File: config.mk
export PLATFORM = sky130hd
export DESIGN_NAME = sd_cmd_rsp
export DESIGN_NICKNAME = d
export VERILOG_FILES = /design/src/rtl/sd_cmd_pkg.sv /design/src/rtl/sd_cmd_rsp.sv
export SDC_FILE = /design/constraint.sdc
export NUM_CORES = 1
export LEC_CHECK = 0
export ABC_CLOCK_PERIOD_IN_PS = 4080
export BUFFER_PORTS_ARGS = -buffer_cell sky130_fd_sc_hd__buf_4
export CORE_ASPECT_RATIO = 1.5
export CORE_MARGIN = 10
export CORE_UTILIZATION = 64
export CTS_BUF_LIST = sky130_fd_sc_hd__clkbuf_8
export CTS_CLUSTER_DIAMETER = 40
export DETAILED_ROUTE_END_ITERATION = 10
export GPL_ROUTABILITY_DRIVEN = 0
export PLACE_DENSITY = 0.82
export SLEW_MARGIN = 40
export SYNTH_ARGS = -nofsm -noshare
export SYNTH_HDL_FRONTEND = slang
export SYNTH_SLANG_ARGS = --single-unit
File: constraint.sdc
create_clock -name clk -period 4.08 [get_ports clk]
set_input_delay 0.612 -clock clk [delete_from_list [all_inputs] [get_ports clk]]
set_output_delay 0.612 -clock clk [all_outputs]
set_load 0.02 [all_outputs]
File: src/rtl/sd_cmd_pkg.sv
package sd_cmd_pkg;

  localparam int FRAME_W = 48;
  localparam int IDX_W   = 6;
  localparam int ARG_W   = 32;
  localparam int CRC_W   = 7;
  localparam int HEAD_W  = FRAME_W - CRC_W - 1;
  localparam int ERR_W   = 5;

  localparam int E_CTO  = 0;
  localparam int E_CCRC = 1;
  localparam int E_CEND = 2;
  localparam int E_CIDX = 3;
  localparam int E_DTO  = 4;

  typedef enum logic [1:0] {
    RS_IDLE = 2'd0,
    RS_WAIT = 2'd1,
    RS_RECV = 2'd2
  } rsp_state_e;

  function automatic logic [CRC_W-1:0] crc7_of(input logic [HEAD_W-1:0] d);
    logic [CRC_W-1:0] c;
    logic fb;
    c = '0;
    for (int i = HEAD_W - 1; i >= 0; i--) begin
      fb = d[i] ^ c[CRC_W-1];
      c  = {c[CRC_W-2:0], 1'b0};
      if (fb) c = c ^ 7'h09;
    end
    return c;
  endfunction

endpackage

File: src/rtl/sd_cmd_rsp.sv
module sd_cmd_rsp
  import sd_cmd_pkg::*;
#(
  parameter int WIN = 64
) (
  input  logic             clk,
  input  logic             rst_n,
  input  logic             arm_i,
  input  logic [IDX_W-1:0] idx_i,
  input  logic             line_i,
  output logic             busy_o,
  output logic             fin_o,
  output logic             tout_o,
  output logic             crc_err_o,
  output logic             end_err_o,
  output logic             idx_err_o
);

  localparam int WCW   = (WIN > 1) ? $clog2(WIN) : 1;
  localparam int RBITS = FRAME_W - 1;
  localparam int RCW   = $clog2(RBITS);

  rsp_state_e         st_q, st_d;
  logic [WCW-1:0]     wcnt_q, wcnt_d;
  logic [RCW-1:0]     rcnt_q, rcnt_d;
  logic [RBITS-2:0]   sh_q, sh_d;
  logic [RBITS-1:0]   full;
  logic [CRC_W-1:0]   crc_calc;

  assign full     = {sh_q, line_i};
  assign crc_calc = crc7_of({1'b0, full[RBITS-1:CRC_W+1]});

  assign tout_o    = (st_q == RS_WAIT) && line_i && (wcnt_q == WCW'(WIN - 1));
  assign fin_o     = (st_q == RS_RECV) && (rcnt_q == RCW'(RBITS - 1));
  assign crc_err_o = fin_o && (full[CRC_W:1] != crc_calc);
  assign end_err_o = fin_o && !line_i;
  assign idx_err_o = fin_o && (full[RBITS-2 -: IDX_W] != idx_i);
  assign busy_o    = (st_q != RS_IDLE);

  always_comb begin
    st_d   = st_q;
    wcnt_d = wcnt_q;
    rcnt_d = rcnt_q;
    sh_d   = sh_q;
    case (st_q)
      RS_IDLE: begin
        if (arm_i) begin
          st_d   = RS_WAIT;
          wcnt_d = '0;
        end
      end
      RS_WAIT: begin
        if (!line_i) begin
          st_d   = RS_RECV;
          rcnt_d = '0;
        end else if (tout_o) begin
          st_d = RS_IDLE;
        end else begin
          wcnt_d = wcnt_q + 1'b1;
        end
      end
      RS_RECV: begin
        sh_d = {sh_q[RBITS-3:0], line_i};
        if (fin_o) st_d = RS_IDLE;
        else       rcnt_d = rcnt_q + 1'b1;
      end
      default: st_d = RS_IDLE;
    endcase
  end

  always_ff @(posedge clk or negedge rst_n) begin
    if (!rst_n) begin
      st_q   <= RS_IDLE;
      wcnt_q <= '0;
      rcnt_q <= '0;
      sh_q   <= '0;
    end else begin
      st_q   <= st_d;
      wcnt_q <= wcnt_d;
      rcnt_q <= rcnt_d;
      sh_q   <= sh_d;
    end
  end


  wait_exit_chk: assert property (@(posedge clk) disable iff (!rst_n)
    tout_o |=> (st_q == RS_IDLE));


  crc_only_rx_chk: assert property (@(posedge clk) disable iff (!rst_n)
    crc_err_o |-> !tout_o);

endmodule

==> metrics.yaml, run 1 <==
synth:
  ys_seq_area_share_pct: 42.9
  synth_cells: 366
  synth.distinct_cells: 33
  ys_seq_elements: 60
  synth_area_um2: 3500
  synthesis.nets: 379
  ys_warn_count: 0
  synth_area_per_cell_um2: 9.56
clock_network:
  cts_tree: "built"
  cts_buffer_depth: 2
  clock_latency_ps: 340
  cts-root-buf: "clkbuf_8"
  cts_sinks: 60
  htreeDepth: 3
  cts_inserted_buffers: 9
  clk_pin_slew_worst_paths_ps: 70
  cts_hold_buf: 0
place:
  portBuffers: 15
  dpl.cell_count: 438
  dp_hpwl_mm: 4.95
setup_path:
  timing.rr.end: "wcnt_q[5]$_DFFE_PN0P_"
  crit_path_start: "sh_q[42]$_DFFE_PN0P_"
  path_class: "reg2out"
  start_kind: "flop"
  cp_data_required_time_ps: 3470
  cp_max_fo: 5
  worst_ep_arrival_time_ps: 3260
  r2r_start: "st_q[0]$_DFFE_PN0P_"
  crit_path_end_kind: "primary output"
  r2r_cells: 6
  r2r_slack_ps: 2200
global_routing:
  grt_max_degree: 61
  grt_use_total_pct: 16.4
  grt_pass1_wl_mm: 11.6
  antenna_found_initial: 0
  grt_pass1_vias: 2359
  gr-total-overflow: 0
timing:
  drv_slew: 0
  setup_viol: 0
  finalCriticalPeriod_ps: 3880
  tightest_slew_ps: 747
  fin_crit_sh_pct: 95.0
  fmax_ghz: 0.258
  slew_headroom_pct: 50.2
  grt_setup_unrepaired: "false"
  hold_viol: 0
  fin_tns_setup_ps: 0
  fin_skew_ps: 9.85
floorplan:
  die_area_um2: 8890
  row_count: 32
  start_util_pct: 67.2
  core_um2: 5200
  dieHeight_um: 111
  ios: 16
  dieWidth_um: 80.4
power:
  p_leak_nw: 1.94
  max-vdd-ir-drop_v: 0.000382
  power_mw: 1.81
  power_density_nw_per_um2: 466
detailed_routing:
  via_per_inst: 5.43
  drtIter0Drc: 223
  drc: 0
  vias: 2464
  ant_nets: 0
  firstDrtPassIters: 4
  wl_per_cell_um: 15.2
  wl_mm: 6.90
hold_path:
  min_path_type: "in2async"
run_status:
  outcome: "finished, final reports clean"
cells_and_area:
  nets: 394
  nFillCells: 376
  area_growth_pct: 10.9
  drive_gt1_share_pct: 11.9
  multiInputGateArea_um2: 1960
  utilization_pct: 74.5
  diodes: 0
  final_cells: 454
  seq_area_um2: 1500
job:
  cap_violations: 0
worst max-delay path by stage:
stage | end | slack [ps] | depth (start not counted)
2_1_floorplan | crc_err_o | 700 | 8
3_3_place_gp | crc_err_o | 560 | 8
3_5_place_dp | crc_err_o | 480 | 8
4_1_cts | crc_err_o | 110 | 8
5_1_grt | crc_err_o | 10 | 8
6_report | crc_err_o | 200 | 8
per-layer routing:
layer  up-vias  wire, µm  global-route usage [%]  share of wire (%)
met5         -         0                       0                  0
li1       1195         -                       -                  -
met3        21       366                    4.86                5.3
met4         0       229                    8.10                3.3
met1      1178      2820                    19.2                 41
met2        70      3490                    26.1                 51
where the power goes:
group | internal, mW | switching (mW) | total (mW)
Clock | 0.279 | 0.236 | 0.515
Sequential | 0.619 | 0.0336 | 0.653
Combinational | 0.367 | 0.273 | 0.640
Total | 1.27 | 0.542 | 1.81
layout by cell type (no fill, tap or decap), types with 5 or more instances in the layout:
| cell | instances |
|---|---|
| o21ai_0 | 5 |
| xnor2_2 | 5 |
| xor2_1 | 20 |
| buf_4 | 17 |
| nand3_1 | 11 |
| dfrtp_1 | 60 |
| xnor3_1 | 11 |
| xnor2_1 | 37 |
| clkbuf_8 | 9 |
| nor2_1 | 9 |
| nand2_1 | 149 |
state kept, by name (all words and copies together) (netlist names):
signal / flops
rcnt_q: 6
sh_q: 46
st_q: 2
wcnt_q: 6
critical path: stages (launching register included):
cell and delay, ps:
dfrtp_1 490, xnor3_2 530, xnor3_2 450, xnor2_2 260, xor3_2 540, xnor2_2 190
mux2i_1 210, a31oi_1 100, buf_4 170
cell type report:
class / instances / share of cell area, %
Multi-Input combinational cell: 290 / 50.6
Sequential cell: 60 / 38.7
Timing Repair Buffer: 17 / 3.29
Clock buffer: 9 / 3.19
Tap cell: 68 / 2.19
Clock inverter: 7 / 1.74
Inverter: 3 / 0.290
cell families after synthesis:
kind of cell	synth area share (%)
compound gates	1.82
mux	0.286
xor+xnor	29.2
buf+inv	1.86
flops	42.9
simple gates	22.8
fa+ha+maj	1.07
synth_stat cells:
library cell | n | area [µm²]
nand4_1 | 4 | 25.0
or2_2 | 3 | 18.8
clkbuf_1 | 8 | 30.0
a21oi_1 | 2 | 10.0
buf_2 | 1 | 5.00
a31oi_1 | 2 | 12.5
nor4_1 | 1 | 6.26
xnor3_1 | 11 | 248
buf_4 | 1 | 7.51
nor2b_1 | 5 | 31.3
o21a_1 | 1 | 7.51
or3_1 | 4 | 25.0
xnor2_1 | 40 | 350
xor3_2 | 2 | 50.1
inv_1 | 3 | 11.3
xor2_1 | 20 | 175
a221oi_1 | 1 | 8.76
nor3_1 | 1 | 5.00
xnor3_2 | 3 | 71.3
o21ai_0 | 5 | 25.0
nor2_1 | 9 | 33.8
nand3b_1 | 1 | 7.51
dfrtp_1 | 60 | 1500
nor3b_1 | 1 | 7.51
mux2i_1 | 1 | 10.0
buf_1 | 3 | 11.3
nand2_1 | 149 | 559
ha_1 | 3 | 37.5
and2_1 | 2 | 12.5
xor3_1 | 4 | 95.1
nand3_1 | 11 | 55.1
nand2b_1 | 2 | 12.5
xnor2_2 | 2 | 32.5
through the flow:
step	instance area, µm²	worst slack, ps	hold WS [ps]
after global placement	3670	565	484
after global routing	3880	11.4	377
after detailed placement	3670	484	499
after floorplan	3500	700	316
after CTS	3860	115	357
final	3880	203	332
repair_timing:
item	in CTS	in global routing
gates resized for setup	0	3
endpoints found under the hold margin	0	0
endpoints found under the setup margin	0	1
buffers inserted	0	0
(Power assumes the default switching activity.)
==> inputs of run 2 (changes only) <==
--- a/config.mk
+++ b/config.mk
@@ -14,6 +14,7 @@
 export CTS_CLUSTER_DIAMETER = 40
 export DETAILED_ROUTE_END_ITERATION = 10
 export GPL_ROUTABILITY_DRIVEN = 0
+export GPL_TIMING_DRIVEN = 0
 export PLACE_DENSITY = 0.82
 export SLEW_MARGIN = 40
 export SYNTH_ARGS = -nofsm -noshare
==> run 2 against run 1 <==
Compared with the run above: hold slack worse by 19 ps; sequential cell count unchanged; core utilization up 0.50 points; design area up 0.68%; sequential share of layout area down 0.26 points; register-to-register slack about the same; final cell count up 2.4%; clock skew down 1.7 ps; critical path type unchanged.
==> metrics.yaml, run 2 (synthesis results as in run 1) <==
run_status:
  outcome: "finished, final reports clean"
place:
  dp_hpwl_mm: 5.16  # +4.2%
  dpl.cell_count: 449  # +2.5%
  portBuffers: 15  # unchanged
power:
  p_int_mw: 1.28  # +1.3%
  max-vdd-ir-drop_v: 0.000290  # -24%
  swShare_pct: 29.5  # -0.51 points
  power_frac_seq_pct: 35.7  # -0.4 points
  p_leak_nw: 1.94  # +0.12%
  clkPwrFrac_pct: 29.8  # +1.3 points
  power_frac_comb_pct: 34.5  # -0.9 points
  power_density_nw_per_um2: 465  # -0.13%
  power_mw: 1.82  # +0.55%
  p_sw_mw: 0.536  # -1.2%
clock_network:
  cts_buffer_depth: 2  # unchanged
  clock_latency_ps: 350  # about the same
  cts-root-buf: "clkbuf_8"
  post_cts_resized: 0  # unchanged
  clk_pin_slew_worst_paths_ps: 70  # about the same
  cts_tree: "built"
  cts_setup_buffers: 0  # unchanged
  htreeDepth: 3  # unchanged
  cts_hold_buf: 0  # unchanged
  cts_sinks: 60  # unchanged
  cts_inserted_buffers: 9  # unchanged
timing:
  slew_headroom_pct: 50.8  # +0.62 points
  fin_crit_sh_pct: 96.8  # +1.7 points
  fin_skew_ps: 8.14  # -1.71 ps
  setup_viol: 0  # unchanged
  tightest_slew_ps: 738  # -9.26 ps
  drv_slew: 0  # unchanged
  fin_tns_setup_ps: 0  # unchanged
  hold_viol: 0  # unchanged
  fmax_ghz: 0.253  # -1.8%
  grt_setup_unrepaired: "false"
  finalCriticalPeriod_ps: 3950  # +71.0 ps
detailed_routing:
  firstDrtPassIters: 4  # unchanged
  wl_per_cell_um: 15.4  # +1.5%
  via_per_inst: 5.32  # -1.9%
  wl_mm: 7.17  # +4.0%
  vias: 2476  # +0.49%
  drc: 0  # unchanged
  ant_nets: 0  # unchanged
  drtIter0Drc: 154  # -31%
floorplan:
  core_um2: 5200  # unchanged
  die_area_um2: 8890  # unchanged
  dieHeight_um: 111  # unchanged
  ios: 16  # unchanged
  start_util_pct: 67.2  # unchanged
  dieWidth_um: 80.4  # unchanged
  row_count: 32  # unchanged
cells_and_area:
  utilization_pct: 75.0  # +0.50 points
  final_cell_mix: "nand2_1, dfrtp_1, xnor2_1"
  largest_reg_flops: 46  # unchanged
  final_cells: 465  # +2.4%
  nFillCells: 377  # +0.27%
  final_common_cell: "nand2_1"
  drive_gt1_share_pct: 11.1  # -0.83 points
  seq_area_um2: 1500  # unchanged
  diodes: 0  # unchanged
  area_growth_pct: 11.6
  nets: 405  # +2.8%
  largest_register: "sh_q"
  reg_top3: "sh_q (46), rcnt_q (6), wcnt_q (6)"
  multiInputGateArea_um2: 1940  # -1.1%
setup_path:
  worst_ep_arrival_time_ps: 3340  # +80 ps
  crit_top_cell: "xnor3_1"
  r2r_cells: 7  # +1
  crit_family: "XOR/XNOR gates"
  cp_max_fo: 5  # unchanged
  r2r_start: "wcnt_q[0]$_DFFE_PN0P_"
  start_kind: "flop"
  cp_data_required_time_ps: 3470  # about the same
  cp_slowest_stage_delay_ps: 440  # -100 ps
  path_buf_inv: 2  # +1
  r2r_slack_ps: 2190  # about the same
  crit_path_end_kind: "primary output"
  timing.rr.end: "wcnt_q[5]$_DFFE_PN0P_"
  cp_slowest_cell: "xor3_1"
  path_class: "reg2out"
  cp_cell_sequence: "buf_2, xnor2_2, xor3_1, xnor3_1, xnor3_1, or3_1, a221oi_1, a31oi_1, buf_4"
global_routing:
  grt_pass1_vias: 2563  # +8.6%
  grt_pass1_wl_mm: 11.9  # +2.8%
  grt_use_total_pct: 17.1  # +0.68 points
  antenna_found_initial: 0  # unchanged
  gr-total-overflow: 0  # unchanged
  grt_max_degree: 61  # unchanged
job:
  cap_violations: 0  # unchanged
hold_path:
  min_path_type: "in2async"
==> run 2: changes by cell type in the layout (fill, tap and decap cells not counted) <==
cell | before | now
xnor2_2 | 5 | 3
buf_1 | 0 | 3
nor2b_1 | 4 | 5
inv_6 | 1 | 0
inv_1 | 4 | 3
buf_4 | 17 | 16
clkinv_4 | 0 | 1
clkbuf_8 | 9 | 10
nor2b_4 | 1 | 0
xnor2_1 | 37 | 39
clkbuf_1 | 0 | 8
buf_2 | 0 | 1
==> run 2: layer usage <==
metal  track usage, %  vias up  part of all wire, %
li1                 -     1210                    -
met1             17.8     1195                   39
met2             29.3       56                   53
met3             5.59       15                  5.4
met4             8.10        0                  2.5
met5                0        -                    0
==> run 2: worst register-to-register path: cells and delay by family, from the launching register on <==
kind / cells / cell delay (ps)
adders and majority gates: 1 / 250
DFF: 1 / 420
AOI/OAI and AO/OA: 1 / 150
and+or+nand+nor: 5 / 1000
==> run 2: area by class of cell <==
class / instances / share of cell area, %
inverter: 3 / 0.288
sequential: 60 / 38.4
timing repair buffer: 15 / 2.88
buffer: 13 / 1.38
multi-input combinational: 290 / 49.7
clock buffer: 10 / 3.52
clock inverter: 6 / 1.63
tap: 68 / 2.18
==> run 2: how the worst max path moves through the flow <==
| stage | startpoint | depth (start not counted) | slack [ps] | endpoint |
|---|---|---|---|---|
| detailed placement | sh_q[39]$_DFFE_PN0P_ | 9 | 400 | crc_err_o |
| CTS | sh_q[39]$_DFFE_PN0P_ | 9 | 3 | crc_err_o |
| finish | sh_q[39]$_DFFE_PN0P_ | 9 | 130 | crc_err_o |
| global route | sh_q[40]$_DFFE_PN0P_ | 8 | 20 | crc_err_o |
| global placement | sh_q[39]$_DFFE_PN0P_ | 9 | 400 | crc_err_o |
| floorplan | sh_q[39]$_DFFE_PN0P_ | 8 | 700 | crc_err_o |
==> run 2: stage by stage <==
step | setup WS (ps) | hold WS [ps] | area [µm²]
floorplan | 700 | 316 | 3500
global placement | 404 | 484 | 3700
detailed placement | 403 | 488 | 3700
CTS | 2.89 | 338 | 3900
global route | 16.2 | 371 | 3910
finish | 132 | 313 | 3910
==> run 2: power groups by stage <==
stage,clock [mW],combinational (mW),sequential [mW]
after floorplan,0,0.539,0.651
after global placement,0,0.610,0.658
after detailed placement,0,0.624,0.660
after CTS,0.547,0.630,0.649
after global routing,0.571,0.678,0.652
final,0.541,0.627,0.649
==> inputs of run 3 (changes only) <==
--- a/config.mk
+++ b/config.mk
@@ -5,6 +5,7 @@
 export SDC_FILE = /design/constraint.sdc
 export NUM_CORES = 1
 export LEC_CHECK = 0
+export ABC_AREA = 1
 export ABC_CLOCK_PERIOD_IN_PS = 4080
 export BUFFER_PORTS_ARGS = -buffer_cell sky130_fd_sc_hd__buf_4
 export CORE_ASPECT_RATIO = 1.5
==> run 3 against run 2 <==
Compared with the run above: critical path depth up 18; design area up 13%; setup slack better by 220 ps.
==> metrics.yaml, run 3 <==
power:
  power_density_nw_per_um2: 893  # +92%
  p_leak_nw: 2.33  # +20%
  max-vdd-ir-drop_v: 0.000473  # +63%
timing:
  hold_viol: 0  # unchanged
  layout_setup_ws_ps: 356  # +224 ps
  grt_setup_unrepaired: "false"
  drv_slew: 0  # unchanged
  finalCriticalPeriod_ps: 3720  # -224 ps
  fin_skew_ps: 9.36  # +1.22 ps
  fin_crit_sh_pct: 91.3  # -5.5 points
  fin_tns_setup_ps: 0  # unchanged
  tightest_slew_ps: 581  # -157 ps
  fmax_ghz: 0.269  # +6.0%
  slew_headroom_pct: 61.1  # +10 points
  setup_viol: 0  # unchanged
place:
  dp_hpwl_mm: 6.72  # +30%
  dpl.cell_count: 687  # +53%
  pre_cts_ws_ps: 735  # +332 ps
  portBuffers: 15  # unchanged
detailed_routing:
  wl_met3_um: 254  # -35%
  vias: 3678  # +49%
  met2_wirelength_mm: 4.57  # +19%
  via_per_inst: 5.22  # -1.9%
  firstDrtPassIters: 5  # +1
  met1Wirelength_mm: 3.69  # +33%
  drc: 0  # unchanged
  ant_nets: 0  # unchanged
  wl_mm: 8.70  # +21%
  wl_per_cell_um: 12.4  # -20%
  routed.top_layer: "met4"
  drtIter0Drc: 171  # +11%
setup_path:
  cp_data_required_time_ps: 3470  # about the same
  crit_path_end_kind: "primary output"
  worst_ep_arrival_time_ps: 3110  # -230 ps
  start_kind: "flop"
  cp_max_fo: 5  # unchanged
  path_class: "reg2out"
clock_network:
  cts_tree: "built"
  cts_sinks: 60  # unchanged
  cts_buffer_depth: 2  # unchanged
  htreeDepth: 3  # unchanged
  post_cts_resized: 0  # unchanged
  cts_setup_buffers: 0  # unchanged
  clock_latency_ps: 350  # about the same
  cts-root-buf: "clkbuf_8"
  cts_hold_buf: 0  # unchanged
  clk_pin_slew_worst_paths_ps: 70  # about the same
  cts_inserted_buffers: 9  # unchanged
synth:
  ys_top_cells_by_count: "nand2_1, inv_1, dfrtp_1, nand3_1, o21ai_0"
  async_flop_share_pct: 100  # unchanged
  synth_area_per_cell_um2: 6.65  # -30%
  synth_cells: 598  # +63%
  synth.distinct_cells: 23  # -30%
  synthTopCellsByArea: "dfrtp_1, nand2_1, nand3_1, inv_1, o21ai_0"
  synth_top_area_share_pct: 37.7  # -5.2 points
  ys_seq_area_share_pct: 37.7  # -5.2 points
  synth_area_um2: 3980  # +14%
  synthesis.nets: 611  # +61%
  ys_warn_count: 0  # unchanged
  synth_edf_count: 0  # unchanged
  synth_area_leader_cell: "dfrtp_1"
  yosys.cell_count.top_type: "nand2_1"
  ys_seq_elements: 60  # unchanged
  synth_flop_cell: "dfrtp_1"
cells_and_area:
  largest_reg_flops: 46  # unchanged
  final_common_cell: "nand2_1"
  final_cell_mix: "nand2_1, inv_1, dfrtp_1"
  largest_register: "sh_q"
  drive_gt1_share_pct: 16.2  # +5.1 points
  area_growth_pct: 10.5
  utilization_pct: 72.2  # -2.8 points
  reg_top3: "sh_q (46), rcnt_q (6), wcnt_q (6)"
  nets: 638  # +58%
  diodes: 0  # unchanged
  final_cells: 704  # +51%
global_routing:
  gr-total-overflow: 0  # unchanged
  grt_pass1_wl_mm: 15.4  # +30%
  grt_pass1_vias: 3659  # +43%
  grt_use_total_pct: 18.7  # +1.6 points
  antenna_found_initial: 0  # unchanged
  grt_max_degree: 61  # unchanged
floorplan:
  dieHeight_um: 117  # +5.4%
  start_util_pct: 65.4  # -1.9 points
  row_count: 35  # +9.4%
  core_um2: 6090  # +17%
  ios: 16  # unchanged
  die_area_um2: 9840  # +11%
  dieWidth_um: 84.4  # +5.0%
hold_path:
  min_path_type: "in2async"
job:
  cap_violations: 0  # unchanged
run_status:
  outcome: "finished, final reports clean"
-- run 3: changes by cell type in the layout (fill, tap and decap cells not counted), sizes merged, moves of 5 or more --
| cell | before | now |
|---|---|---|
| nor2b | 5 | 0 |
| xor2 | 20 | 11 |
| nor2 | 9 | 21 |
| nor3 | 1 | 6 |
| nand2 | 149 | 266 |
| xor3 | 6 | 0 |
| inv | 3 | 91 |
| xnor3 | 14 | 0 |
| o21ai | 5 | 50 |
| a21oi | 2 | 9 |
| xnor2 | 42 | 4 |
| nand3 | 11 | 62 |
-- run 3: per-layer routing --
layer  up-vias  global-route usage, %
met5         -                      0
met4         0                   7.16
met3        21                   3.35
met2        63                   35.2
met1      1689                   20.1
li1       1905                      -
-- run 3: kinds of logic after synthesis --
family	Yosys count	synth area share, %
fa+ha+maj	3	0.943
simple gates	358	40.0
xor+xnor	15	3.49
buf+inv	102	10.1
flops	60	37.7
compound gates	60	7.70
-- run 3: through the flow --
step | power [mW] | hold WS [ps] | area [µm²]
3_3_place_gp | 3.31 | 448 | 4180
3_5_place_dp | 3.39 | 465 | 4180
5_1_grt | 4.42 | 128 | 4400
4_1_cts | 3.93 | 364 | 4380
6_report | 3.92 | 127 | 4400
2_1_floorplan | 2.92 | 316 | 3980
-- run 3: cell type report --
class | instances | area [µm²]
sequential | 60 | 1500
timing repair buffer | 16 | 133
tap | 74 | 92.6
inverter | 91 | 347
fill | 536 | 1690
buffer | 11 | 56.3
clock inverter | 7 | 67.6
multi-input combinational | 436 | 2070
clock buffer | 9 | 124
-- run 3: power breakdown --
part	total, mW	switching, mW	internal (mW)
Sequential	0.878	0.128	0.750
Clock	0.528	0.250	0.278
Combinational	2.52	1.67	0.848
-- run 3: worst max-delay path, cell delays in order, from the launching register on --
cell and delay (ps):
dfrtp_2 460, inv_2 90, nand2_1 60, nand2_1 110
inv_2 50, nand2_1 100, nand3_1 100, nand2_2 130
nand2_2 70, nand2_2 100, nand2_1 60, nand2_1 90
nand3_1 140, nand2_2 130, nand2_1 80, nand2_1 100
nand2_1 60, nand2_1 80, inv_1 40, nand3_1 50
nand2_1 70, nor2_1 90, nand2_1 60, nand2_1 60
nand2_1 50, nor2_1 140, a21oi_2 60, buf_4 150
-- run 3: final timing paths --
kind                                    endpoint  cells after the start  slack [ps]             startpoint
hold reg to reg            rcnt_q[5]$_DFFE_PN0P_                      1         480  rcnt_q[5]$_DFFE_PN0P_
max in group asynchronous   sh_q[42]$_DFFE_PN0P_                      2        3440                  rst_n
setup reg to reg            sh_q[23]$_DFFE_PN0P_                      4        2120    st_q[0]$_DFFE_PN0P_
setup / recovery                       crc_err_o                     27         360   sh_q[42]$_DFFE_PN0P_
hold / removal              sh_q[20]$_DFFE_PN0P_                      1         130                  rst_n
min in group clk           rcnt_q[5]$_DFFE_PN0P_                      1         480  rcnt_q[5]$_DFFE_PN0P_
